`config.mk`:
```
export PLATFORM = sky130hd
export DESIGN_NAME = lpsc_forwarder
export DESIGN_NICKNAME = d
export VERILOG_FILES = /design/src/rtl/lpsc_pkg.sv /design/src/rtl/lpsc_rst_sync.sv /design/src/rtl/lpsc_decode.sv /design/src/rtl/lpsc_seq.sv /design/src/rtl/lpsc_cs_ctrl.sv /design/src/rtl/lpsc_forwarder.sv
export SDC_FILE = /design/constraint.sdc
export NUM_CORES = 1
export LEC_CHECK = 0
export ABC_CLOCK_PERIOD_IN_PS = 900
export BUFFER_PORTS_ARGS = -buffer_cell sky130_fd_sc_hd__buf_2
export CAP_MARGIN = 0
export CORE_AREA = 8 8 45 47
export CTS_BUF_LIST = sky130_fd_sc_hd__clkbuf_16
export DETAILED_ROUTE_END_ITERATION = 6
export DIE_AREA = 0 0 53 55
export SETUP_SLACK_MARGIN = 0.1
export SYNTH_ARGS = -nofsm -noshare
export SYNTH_HDL_FRONTEND = slang
export SYNTH_HIERARCHICAL = 1
export SYNTH_SLANG_ARGS = --single-unit
```
`constraint.sdc`:
```
create_clock -name clk -period 0.9 [get_ports clk]
set_clock_uncertainty 0.2 [all_clocks]
set_input_delay 0.18 -clock clk [delete_from_list [all_inputs] [get_ports clk]]
set_output_delay 0.18 -clock clk [all_outputs]
set_load 0.05 [all_outputs]
```
`src/rtl/lpsc_pkg.sv`:
```
package lpsc_pkg;

  typedef enum logic {
    SC_HALT  = 1'b0,
    SC_STPGNT = 1'b1
  } sc_kind_e;

  typedef enum logic [1:0] {
    ST_IDLE = 2'd0,
    ST_WAIT = 2'd1,
    ST_REQ  = 2'd2
  } seq_state_e;

  typedef struct packed {
    logic     lp_hit;
    sc_kind_e kind;
    logic     mem_hit;
  } host_class_t;

endpackage

```
`src/rtl/lpsc_rst_sync.sv`:
```
module lpsc_rst_sync #(
  parameter int STAGES = 2
) (
  input  logic clk,
  input  logic rst_n,
  output logic rst_sync_n
);

  logic [STAGES-1:0] sync_q;
  logic [STAGES-1:0] sync_d;

  always_comb begin
    sync_d = {sync_q[STAGES-2:0], 1'b1};
  end

  always_ff @(posedge clk or negedge rst_n) begin
    if (!rst_n) begin
      sync_q <= '0;
    end else begin
      sync_q <= sync_d;
    end
  end

  assign rst_sync_n = sync_q[STAGES-1];

endmodule

```
`src/rtl/lpsc_decode.sv`:
```
module lpsc_decode
  import lpsc_pkg::*;
#(
  parameter int          CODE_W    = 3,
  parameter logic [CODE_W-1:0] HALT_CODE = 3'd1,
  parameter logic [CODE_W-1:0] STPG_CODE = 3'd2
) (
  input  logic              cyc_valid,
  input  logic              cyc_special,
  input  logic [CODE_W-1:0] sc_code,
  output host_class_t       cls
);

  logic is_halt;
  logic is_stpg;

  always_comb begin
    is_halt     = (sc_code == HALT_CODE);
    is_stpg     = (sc_code == STPG_CODE);
    cls.lp_hit  = cyc_valid && cyc_special && (is_halt || is_stpg);
    cls.kind    = is_stpg ? SC_STPGNT : SC_HALT;
    cls.mem_hit = cyc_valid && !cyc_special;
  end

endmodule

```
`src/rtl/lpsc_seq.sv`:
```
module lpsc_seq
  import lpsc_pkg::*;
#(
  parameter int GAP_CYCLES = 2
) (
  input  logic        clk,
  input  logic        rst_n,
  input  host_class_t cls,
  input  logic        stby_en,
  input  logic        ack,
  output logic        desel_set,
  output logic        restore,
  output logic        req,
  output sc_kind_e    req_kind,
  output logic        rdy,
  output logic        stby_cap
);

  localparam int CNT_W = (GAP_CYCLES < 2) ? 1 : $clog2(GAP_CYCLES);
  localparam logic [CNT_W-1:0] CNT_LOAD = CNT_W'(GAP_CYCLES - 1);

  seq_state_e       state_q, state_d;
  logic [CNT_W-1:0] cnt_q, cnt_d;
  sc_kind_e         kind_q;
  logic             stby_q;
  logic             rdy_q, rdy_d;
  logic             cap_en;

  // next-state logic
  always_comb begin
    state_d = state_q;
    cnt_d   = cnt_q;
    rdy_d   = 1'b0;
    cap_en  = 1'b0;
    unique case (state_q)
      ST_IDLE: begin
        if (cls.lp_hit) begin
          cap_en  = 1'b1;
          state_d = ST_WAIT;
          cnt_d   = CNT_LOAD;
        end
      end
      ST_WAIT: begin
        if (cnt_q == '0) begin
          state_d = ST_REQ;
        end else begin
          cnt_d = cnt_q - 1'b1;
        end
      end
      ST_REQ: begin
        if (ack) begin
          state_d = ST_IDLE;
          rdy_d   = 1'b1;
        end
      end
      default: state_d = ST_IDLE;
    endcase
  end

  // state registers
  always_ff @(posedge clk or negedge rst_n) begin
    if (!rst_n) begin
      state_q <= ST_IDLE;
      cnt_q   <= '0;
      rdy_q   <= 1'b0;
    end else begin
      state_q <= state_d;
      cnt_q   <= cnt_d;
      rdy_q   <= rdy_d;
    end
  end

  // captured cycle attributes, enabled on detection only
  always_ff @(posedge clk or negedge rst_n) begin
    if (!rst_n) begin
      kind_q <= SC_HALT;
      stby_q <= 1'b0;
    end else if (cap_en) begin
      kind_q <= cls.kind;
      stby_q <= stby_en;
    end
  end

  assign desel_set = cap_en && stby_en;
  assign restore   = (state_q == ST_IDLE) && cls.mem_hit;
  assign req       = (state_q == ST_REQ);
  assign req_kind  = kind_q;
  assign rdy       = rdy_q;
  assign stby_cap  = stby_q;

  // request and type steady until acknowledged
  a_r5_hold_until_ack: assert property (@(posedge clk) disable iff (!rst_n)
    (req && !ack) |=> (req && $stable(req_kind)));

  // request withdrawn after acknowledge
  a_r5_drop_after_ack: assert property (@(posedge clk) disable iff (!rst_n)
    (req && ack) |=> !req);

  // ready is a single-cycle pulse
  a_r6_rdy_pulse: assert property (@(posedge clk) disable iff (!rst_n)
    rdy |=> !rdy);

  // ready only follows an acknowledged request
  a_r6_rdy_after_ack: assert property (@(posedge clk) disable iff (!rst_n)
    $rose(rdy) |-> $past(req && ack));

endmodule

```
`src/rtl/lpsc_cs_ctrl.sv`:
```
module lpsc_cs_ctrl #(
  parameter int NUM_BANKS = 2
) (
  input  logic                 clk,
  input  logic                 rst_n,
  input  logic                 desel_set,
  input  logic                 restore,
  output logic [NUM_BANKS-1:0] cs_n
);

  for (genvar b = 0; b < NUM_BANKS; b++) begin : g_bank
    logic cs_n_q, cs_n_d, cs_en;

    always_comb begin
      cs_en  = desel_set || restore;
      cs_n_d = desel_set;
    end

    always_ff @(posedge clk or negedge rst_n) begin
      if (!rst_n) begin
        cs_n_q <= 1'b0;
      end else if (cs_en) begin
        cs_n_q <= cs_n_d;
      end
    end

    assign cs_n[b] = cs_n_q;
  end

  // deselect command reaches every bank
  a_r2_all_deselected: assert property (@(posedge clk) disable iff (!rst_n)
    desel_set |=> (&cs_n));

  // restore reselects every bank
  a_r8_all_selected: assert property (@(posedge clk) disable iff (!rst_n)
    restore |=> (cs_n == '0));

  // selects only move on a command
  a_r8_cs_hold: assert property (@(posedge clk) disable iff (!rst_n)
    (!desel_set && !restore) |=> $stable(cs_n));

endmodule

```
`src/rtl/lpsc_forwarder.sv`:
```
module lpsc_forwarder
  import lpsc_pkg::*;
#(
  parameter int                CODE_W     = 3,
  parameter logic [CODE_W-1:0] HALT_CODE  = 3'd1,
  parameter logic [CODE_W-1:0] STPG_CODE  = 3'd2,
  parameter int                GAP_CYCLES = 2,
  parameter int                NUM_BANKS  = 2
) (
  input  logic                 clk,
  input  logic                 rst_n,
  input  logic                 host_cyc_valid,
  input  logic                 host_cyc_special,
  input  logic [CODE_W-1:0]    host_sc_code,
  input  logic                 stby_en,
  output logic [NUM_BANKS-1:0] sram_cs_n,
  output logic                 pci_sc_req,
  output logic                 pci_sc_type,
  input  logic                 pci_sc_ack,
  output logic                 host_rdy
);

  logic        rst_sync_n;
  host_class_t cls;
  logic        desel_set;
  logic        restore;
  sc_kind_e    req_kind;
  logic        stby_cap;

  lpsc_rst_sync #(.STAGES(2)) u_rst_sync (
    .clk        (clk),
    .rst_n      (rst_n),
    .rst_sync_n (rst_sync_n)
  );

  lpsc_decode #(
    .CODE_W    (CODE_W),
    .HALT_CODE (HALT_CODE),
    .STPG_CODE (STPG_CODE)
  ) u_decode (
    .cyc_valid   (host_cyc_valid),
    .cyc_special (host_cyc_special),
    .sc_code     (host_sc_code),
    .cls         (cls)
  );

  lpsc_seq #(.GAP_CYCLES(GAP_CYCLES)) u_seq (
    .clk       (clk),
    .rst_n     (rst_sync_n),
    .cls       (cls),
    .stby_en   (stby_en),
    .ack       (pci_sc_ack),
    .desel_set (desel_set),
    .restore   (restore),
    .req       (pci_sc_req),
    .req_kind  (req_kind),
    .rdy       (host_rdy),
    .stby_cap  (stby_cap)
  );

  lpsc_cs_ctrl #(.NUM_BANKS(NUM_BANKS)) u_cs_ctrl (
    .clk       (clk),
    .rst_n     (rst_sync_n),
    .desel_set (desel_set),
    .restore   (restore),
    .cs_n      (sram_cs_n)
  );

  assign pci_sc_type = (req_kind == SC_STPGNT);

  // stand-by is in place whenever the bus request is up
  a_r3_desel_before_req: assert property (@(posedge clk) disable iff (!rst_sync_n)
    (pci_sc_req && stby_cap) |-> (&sram_cs_n));

  // no restore of the selects while a sequence is running
  a_r9_busy_no_restore: assert property (@(posedge clk) disable iff (!rst_sync_n)
    (pci_sc_req && stby_cap) |=> (pci_sc_req ? (&sram_cs_n) : 1'b1));

endmodule

```
Word level (Yosys, flattened, before mapping). Index checks and enable logic that the tools add are counted.

Register bits: 8. Logic and storage cells: 38. Input port bits: 9. Output and inout port bits: 5.

Reduce and logical (&&, ||, !) cells: 12. $add $sub $neg: 1. Multiplexer cells: 12. Eq/ne operators: 7.

Operators with widths (count): $mux W1 (7); $mux W2 (3); $pmux W2 S3 (1); $logic_and A1 B1 Y1 (5); $ne A2 B2 Y1 const B (2); $eq A3 B1 Y1 const B (1); $eq A3 B2 Y1 const B (1); $reduce_and A3 Y1 (1); $eq A2 B1 Y1 const B (1); $eq A2 B2 Y1 const B (1); $logic_not A2 Y1 (1); $logic_or A1 B1 Y1 (2); $ne A2 B1 Y1 const B (1); $pmux W1 S2 (1); $reduce_and A2 Y1 (1); $reduce_bool A2 Y1 (1); $logic_not A1 Y1 (1); $sub A1 B1 Y1 const B (1).

Depth between registers and ports, before layout. Gate-level depths: netlist (run 1).

Depth after elaboration: 7. Gate-level depth with buffers: 5. Gate-level depth less buffers: 5.

By module. Netlist (run 1), hierarchy kept.

Modules (own cells, without submodules): lpsc_seq (seq. area each 150.1 um2, cells each 21, times used 1, area an instance 259.0 um2); lpsc_rst_sync (seq. area each 50.0 um2, cells each 3, times used 1, area an instance 53.8 um2); lpsc_cs_ctrl (seq. area each 25.0 um2, cells each 5, times used 1, area an instance 51.3 um2); lpsc_decode (seq. area each 0.0 um2, cells each 6, times used 1, area an instance 43.8 um2).

Least setup slack after synthesis (run 1). OpenSTA, ideal clock, no wires.

Kind: register to register. Start: register u_seq.state_q[1]. End: register u_seq.state_q[1]. Library setup time: 0.067 ns. Stages on the path, launching flop included: 3. Path buffers: 0. Period minus slack after synthesis: 1.704 ns. Data required time: 0.633 ns. Arrival time: 1.437 ns. Setup slack: -0.804 ns. Path through: dfrtp_1 nor2b_1 a22o_1.

Cells in the longest elaborated chain, start to end: 3. Elaborated cells between the ends (all ways): 8. Classes of those cells: 5 x eq/ne; 1 x mux; 2 x reduce/logical.

Ends and longest elaborated chain: start: declaration (RTL line lpsc_seq.sv:22) `seq_state_e state_q, state_d;`; start signal: assignment (RTL line lpsc_seq.sv:67) `state_q <= state_d;`; $eq A2 B2 Y1 (*); named net pci_sc_req (RTL line lpsc_forwarder.sv:17) `output logic pci_sc_req,`; $ne A2 B1 Y1 (no line); $reduce_and A3 Y1 (no line).

Mark *: on every way through the listed nets, which the timed path passes. The rest lies on a longest branch. A chain may end at the register's enable or synchronous reset.

Worst setup path after layout (run 1).
Start: register u_seq.state_q[1]. End: output port pci_sc_req.

Cells in the longest elaborated chain, start to end: 1.

Ends and longest elaborated chain: $eq A2 B2 Y1 (RTL line lpsc_seq.sv:86) `assign req = (state_q == ST_REQ);`; end: declaration (RTL line lpsc_forwarder.sv:17).

No other way between the ends.

==> results.cfg, run 1 <==
[worst_setup_path]
reg2reg_to = u_seq/req_kind
r2r_start = u_seq/state_q[0]
path_max_fanout = 4
critPathArrivalTime_ns = 0.95
worstSetupPathType = flop to output pin
r2r_slack_ns = -0.42
start_kind = flop
cp-end-kind = output pin
r2r_cells = 2
cp.required_ns = 0.52

[route]
ant_nets = 0
drt_iter0_markers = 2
vias_per_cell = 4.10
wl_um = 712
wl_per_cell_um = 10.3
vias = 283
dr.pass1.iters = 2
route.detailed.drc = 0

[placement]
io_buffers = 13
place_congestion = 0.701
dp_cells = 62
pre_cts_ws_ns = -0.582
dp_hpwl_um = 550
placed_area_um2 = 475

[sta]
period_needed_ns = 1.33
setup_viol = 11
rsz0062_at_grt = yes
finalMaxSlewViolations = 0
fin_crit_sh_pct = 148
fmax_mhz = 751
hold_slack_ns = -0.113
finalHoldViolations = 7
setup_ws_ns = -0.432

[final_layout]
antenna_cells = 0
synthToLayoutAreaGrowth_pct = 66.3
fill_cells = 142
drive_above_1_share_pct = 54.7
final_common_cell = buf_2
final_area_um2 = 618
mostFrequentLayoutCells = buf_2, dfrtp_1, buf_4
final_cells = 69
layout.nets = 63

[cts]
cts_tree = done
cts_hold_buf = 1
clock_latency_ns = 0.23
clk_pin_slew_ns = 0.04
cts_buffers = 3
h-tree-depth = 1
clock_path_buffers = 2
clock-sinks = 8
root_buffer = clkbuf_16

[synthesis]
ys_warn_count = 6
syn-cell-area_um2 = 372
synth_area_per_cell_um2 = 11.3
synth_nets = 42
synthCells = 33

[floorplanning]
initial_core_util_pct = 26.9
die_h_um = 55
row_count = 14
coreArea_um2 = 1380
die_w_um = 53
die_area_um2 = 2920
num_io_pins = 14

[power]
power_switching_mw = 0.467
pwr-share-clk_pct = 44.3
p_int_mw = 1.22
power.total_mw = 1.69
ir_drop_mv = 1.39
p_seq_share_pct = 28.9
p_per_area_nw_per_um2 = 2730
power.leakage_nw = 0.311
p_sw_share_pct = 27.7
combPwrFrac_pct = 26.8

[outcome]
failed_checks = hold timing, setup timing
status = finished with violations

[global_route]
grt_pass1_wl_mm = 1.19
grt-ovfl-total = 0
antenna_found_initial = 0
track_usage_pct = 5.95
grt_pass1_vias = 307
grt_start_max_net_pins = 7

[flow_run]
drv_cap = 0

[min_path]
hold_path.class = flop to async pin
power groups by stage:
stage / sequential (mW) / combinational (mW) / clock, mW
6_report: 0.487 / 0.452 / 0.748
5_1_grt: 0.498 / 0.482 / 0.790
4_1_cts: 0.487 / 0.424 / 0.767
3_5_place_dp: 0.485 / 0.362 / 0
3_3_place_gp: 0.485 / 0.358 / 0
2_1_floorplan: 0.538 / 0.233 / 0
registers in the layout, summed over array words and instances (netlist names):
signal                   cells
u_cs_ctrl/g_bank.cs_n_q      1
u_rst_sync/sync_q            2
u_seq/cnt_q                  1
u_seq/rdy                    1
u_seq/req_kind               1
u_seq/state_q                2
per-stage QoR:
stage	TNS (ns)	util, %
after floorplan	-1.77	-
after global placement	-2.38	34.4
after detailed placement	-2.42	34.4
after CTS	-3.02	43.3
after global routing	-3.54	44.7
final	-3.21	44.7
worst max-delay path by stage:
stage	start	endpoint	slack [ns]
after floorplan	host_sc_code[0]	u_seq/req_kind	-0.43
after global placement	host_sc_code[0]	u_seq/req_kind	-0.58
after detailed placement	host_sc_code[0]	u_seq/req_kind	-0.58
after CTS	u_seq/state_q[0]	pci_sc_req	-0.45
after global routing	u_seq/state_q[0]	u_seq/req_kind	-0.48
final	u_seq/state_q[1]	pci_sc_req	-0.43
what timing repair did:
action / CTS / global route
endpoints found under the hold margin: 9 / 7
setup endpoints to repair: 11 / 11
resized for setup: 11 / 1
pin swaps: 3 / 1
buffers inserted: 0 / 2
final cells by class:
type | instances | area [um^2] | area share [%]
Clock buffer | 3 | 75.1 | 12.1
Timing Repair Buffer | 19 | 148 | 23.9
Clock inverter | 1 | 3.75 | 0.607
Tap cell | 16 | 20.0 | 3.24
Inverter | 3 | 11.3 | 1.82
Multi-Input combinational cell | 19 | 156 | 25.3
Sequential cell | 8 | 204 | 33.0
layer usage:
| metal | track usage (%) | part of all wire [%] |
|---|---|---|
| met1 | 4.66 | 38 |
| met2 | 9.96 | 54 |
| met3 | 4.01 | 6.9 |
| met4 | 5.17 | 1.5 |
| met5 | 0 | 0 |
critical path, stage by stage (launching register included):
cell     delay [ns]
dfrtp_2        0.39
nor2b_4        0.17
buf_8          0.15
(Power assumes the default switching activity.)
==> run 2: changes to the inputs <==
BUFFER_PORTS_ARGS = -buffer_cell sky130_fd_sc_hd__buf_4   (was -buffer_cell sky130_fd_sc_hd__buf_2)
CORE_AREA = not set   (was 8 8 45 47)
CORE_MARGIN = 8   (was not set)
CORE_UTILIZATION = 25   (was not set)
DIE_AREA = not set   (was 0 0 53 55)
TNS_END_PERCENT = 100   (was not set)
==> run 2 against run 1 <==
The flow still finishes with violations (hold timing, setup timing); non-clock buffer count grew 1; fmax shrank 6.4%; final cell count grew 1.4%; routed wire length grew 11%; clock power grew 2.7%; combinational power grew 13%; first-iteration DRC count is the same; sequential share of layout area shrank 2.0 points; largest cell class unchanged; largest power group unchanged.
==> results.cfg, run 2 (synthesis gave the netlist of run 1 again) <==
[sta]
period_needed_ns = 1.42
fin_tns_setup_ns = -3.68
rsz0062_at_grt = yes
fmax_mhz = 703
finalMaxSlewViolations = 0
hold_slack_ns = -0.107
setup_ws_ns = -0.523
fin_crit_sh_pct = 158
setup_viol = 11
finalHoldViolations = 7

[final_layout]
reg_top3 = u_rst_sync/sync_q (2), u_seq/state_q (2)
antenna_cells = 0
synthToLayoutAreaGrowth_pct = 77.1
layout.nets = 64
drive_above_1_share_pct = 57.4
fill_cells = 144
final_area_um2 = 658
final_common_cell = buf_4
mostFrequentLayoutCells = buf_4, buf_6, dfrtp_1

[route]
route.detailed.drc = 0
dr.pass1.iters = 3
vias_per_cell = 4.04
wl_per_cell_um = 11.3
wl_um = 793
vias = 283
ant_nets = 0
drt_iter0_markers = 2

[worst_setup_path]
cp_slowest_cell = dfrtp_2
cp_cell_sequence = buf_6 > nor2b_4 > buf_8
worstSetupPathType = flop to output pin
r2r_cells = 5
r2r_slack_ns = -0.42
path_max_fanout = 2
critPathBufInv = 2
reg2reg_to = u_cs_ctrl/g_bank[0].cs_n_q
cp.required_ns = 0.52
start_kind = flop
cp-end-kind = output pin
r2r_start = u_seq/state_q[0]
critical_path.max_stage_delay_ns = 0.41
crit_family = flip-flops
critPathArrivalTime_ns = 1.04

[power]
power_switching_mw = 0.495
power.leakage_nw = 0.329
power.total_mw = 1.76
pwr-share-clk_pct = 43.7
p_int_mw = 1.26
p_seq_share_pct = 27.3
ir_drop_mv = 1.73
combPwrFrac_pct = 29.0
p_per_area_nw_per_um2 = 2670
p_sw_share_pct = 28.2

[floorplanning]
die_w_um = 54.6
initial_core_util_pct = 25.6
row_count = 14
die_h_um = 54.6
die_area_um2 = 2980
coreArea_um2 = 1450
num_io_pins = 14

[placement]
io_buffers = 13
placed_area_um2 = 515
pre_cts_ws_ns = -0.668
place_congestion = 0.726
dp_hpwl_um = 598

[cts]
cts_hold_buf = 1
clk_pin_slew_ns = 0.04
root_buffer = clkbuf_16
cts_tree = done
clock_latency_ns = 0.24
clock-sinks = 8
cts_buffers = 3
h-tree-depth = 1
clock_path_buffers = 2

[outcome]
status = finished with violations
failed_checks = hold timing, setup timing

[global_route]
grt_pass1_vias = 315
track_usage_pct = 6.56
grt_start_max_net_pins = 7
grt-ovfl-total = 0
grt_pass1_wl_mm = 1.28
antenna_found_initial = 0

[flow_run]
drv_cap = 0

[min_path]
hold_path.class = flop to async pin
-- run 2: stage by stage --
stage	util [%]	cells
4_1_cts	45.3	70
3_5_place_dp	35.5	63
5_1_grt	45.3	70
6_report	45.3	70
2_1_floorplan	-	33
3_3_place_gp	35.5	63
-- run 2: power by group through the flow --
| stage | registers (mW) | logic, mW | clock network (mW) |
|---|---|---|---|
| after floorplan | 0.538 | 0.233 | 0 |
| after global placement | 0.478 | 0.416 | 0 |
| after detailed placement | 0.478 | 0.420 | 0 |
| after CTS | 0.480 | 0.513 | 0.786 |
| after global routing | 0.492 | 0.537 | 0.803 |
| final | 0.479 | 0.510 | 0.768 |
-- run 2: worst max path at each step --
stage	startpoint	to	slack, ns	cells after the start
2_1_floorplan	host_sc_code[0]	u_seq/req_kind	-0.43	4
3_3_place_gp	host_sc_code[0]	u_seq/req_kind	-0.60	5
3_5_place_dp	host_sc_code[1]	u_seq/req_kind	-0.67	5
4_1_cts	u_seq/state_q[0]	pci_sc_req	-0.53	3
5_1_grt	u_seq/state_q[0]	pci_sc_req	-0.56	3
6_report	u_seq/state_q[0]	pci_sc_req	-0.52	3
-- run 2: what timing repair did --
action | in CTS | in global routing
pin swaps | 1 | 1
hold endpoints to repair | 9 | 7
setup endpoints to repair | 11 | 11
gates resized for setup | 10 | 0
cloned | 0 | 0
setup buffers | 2 | 0
-- run 2: metal layers --
| layer | track usage, % | wire length, um | part of all wire, % | vias up |
|---|---|---|---|---|
| met5 | 0 | 0 | 0 | - |
| met4 | 4.92 | 19 | 2.4 | 0 |
| met3 | 5.71 | 96 | 12 | 2 |
| met2 | 9.92 | 378 | 48 | 10 |
| met1 | 5.49 | 298 | 38 | 128 |
| li1 | - | - | - | 143 |
-- run 2: cell type report --
type	count	area [um^2]	share of cell area, %
sequential	8	204	31.0
multi-input combinational	19	161	24.5
clock inverter	1	3.75	0.570
timing repair buffer	20	183	27.8
clock buffer	3	75.1	11.4
inverter	3	11.3	1.71
tap	16	20.0	3.04
==> run 3: changes to the inputs <==
CORE_MARGIN = 2   (was 8)
GPL_TIMING_DRIVEN = 0   (was not set)
==> run 3 against run 2 <==
The run still ends with hold timing, setup timing left; utilization is 6.5 points higher; critical path depth is 1 lower; clock power is 3.0% lower; first-iteration DRC count is 100% lower; final cell count is 5.7% higher; fmax is 5.2% higher; largest cell class is now buffers; worst hold slack worse by 0.0082 ns; sequential share of layout area is 1.8 points lower; setup slack better by 0.070 ns; critical endpoint unchanged.
==> results.cfg, run 3 (synthesis gave the netlist of run 1 again) <==
[final_layout]
drive_above_1_share_pct = 62.7
synthToLayoutAreaGrowth_pct = 88.2
antenna_cells = 0
final_common_cell = buf_4
layout.nets = 69
mostFrequentLayoutCells = buf_4, buf_6, dfrtp_1
fin_util_pct = 51.8
final_area_um2 = 699
reg_top3 = u_rst_sync/sync_q (2), u_seq/state_q (2)

[route]
ant_nets = 0
drt_iter0_markers = 0
m1WireLength_um = 258
dr.pass1.iters = 1
dr.max_layer_used = met4
route.detailed.drc = 0
vias_per_cell = 4.42
wl_met3_um = 55
wl_um = 754
wl_per_cell_um = 10.2
vias = 327
dr_wl_met2_um = 406

[placement]
dp_hpwl_um = 493
placed_area_um2 = 514
io_buffers = 13
place_congestion = 0.665
pre_cts_ws_ns = -0.654

[power]
ir_drop_mv = 1.19
power.leakage_nw = 0.355
p_per_area_nw_per_um2 = 2570
power.total_mw = 1.80

[worst_setup_path]
critPathArrivalTime_ns = 0.97
start_kind = flop
worstSetupPathType = flop to output pin
cp.required_ns = 0.52
path_max_fanout = 4
cp-end-kind = output pin

[global_route]
track_usage_pct = 10.8
grt-ovfl-total = 0
antenna_found_initial = 0
grt_pass1_wl_mm = 1.34
grt_start_max_net_pins = 7
grt_pass1_vias = 340

[sta]
period_needed_ns = 1.35
finalMaxSlewViolations = 0
hold_slack_ns = -0.115
fmax_mhz = 739
fin_tns_setup_ns = -3.77
finalHoldViolations = 7
fin_crit_sh_pct = 150
rsz0062_at_grt = yes
setup_viol = 11
setup_ws_ns = -0.453

[floorplanning]
die_w_um = 42.6
die_h_um = 42.6
row_count = 13
initial_core_util_pct = 27.5
coreArea_um2 = 1350
num_io_pins = 14
die_area_um2 = 1810

[cts]
clock_path_buffers = 2
root_buffer = clkbuf_16
cts_tree = done
clock-sinks = 8
h-tree-depth = 1
cts_hold_buf = 1
clk_pin_slew_ns = 0.04
cts_buffers = 3
clock_latency_ns = 0.23

[outcome]
failed_checks = hold timing, setup timing
status = finished with violations

[flow_run]
drv_cap = 0

[min_path]
hold_path.class = flop to async pin
==> run 3: path summary, 6_finish.rpt <==
| path | start | end | slack [ns] | cells after the start |
|---|---|---|---|---|
| max | u_seq/state_q[0] | pci_sc_req | -0.45 | 2 |
| max in group asynchronous | rst_n | u_rst_sync/sync_q[1] | 0.34 | 2 |
| min in group clk | pci_sc_ack | u_seq/rdy | -0.02 | 2 |
| max reg2reg | u_seq/state_q[0] | u_seq/req_kind | -0.42 | 2 |
| min | u_rst_sync/sync_q[1] | u_cs_ctrl/g_bank[0].cs_n_q | -0.11 | 0 |
| min reg2reg | u_rst_sync/sync_q[1] | u_cs_ctrl/g_bank[0].cs_n_q | -0.11 | 0 |
==> run 3: through the flow <==
step	std cells	hold WS [ns]
3_3_place_gp	61	-0.236
3_5_place_dp	61	-0.235
5_1_grt	74	-0.0896
4_1_cts	72	-0.100
2_1_floorplan	33	-0.316
6_report	74	-0.115
==> run 3: cell type report <==
cell class | instances | area, um^2
plain buffers | 3 | 30.0
clock buffers | 3 | 75.1
clock inverters | 1 | 3.75
fillers | 131 | 651
inverters | 3 | 11.3
multi-input cells | 19 | 163
flip-flops and latches | 8 | 204
well taps | 15 | 18.8
repair buffers | 22 | 194
==> run 3: worst max-delay path, cell delays in order, from the launching register on <==
cell and delay [ns]:
dfrtp_2 0.44, nor2b_4 0.15, buf_8 0.15
==> run 3: routing by layer <==
layer  vias to the layer above  track usage [%]
li1                        152                -
met1                       161             9.76
met2                        10             17.8
met3                         4             5.17
met4                         0             9.38
met5                         -                0
==> run 3: repair_timing <==
item	4_1_cts	5_1_grt
hold endpoints to repair	9	7
setup endpoints to repair	11	11
gates resized for setup	6	4
setup buffers	6	2
pin swaps	3	1
==> run 3: where the power goes <==
part	switching, mW	internal (mW)
Clock	0.167	0.578
Sequential	0.0586	0.430
Combinational	0.259	0.304
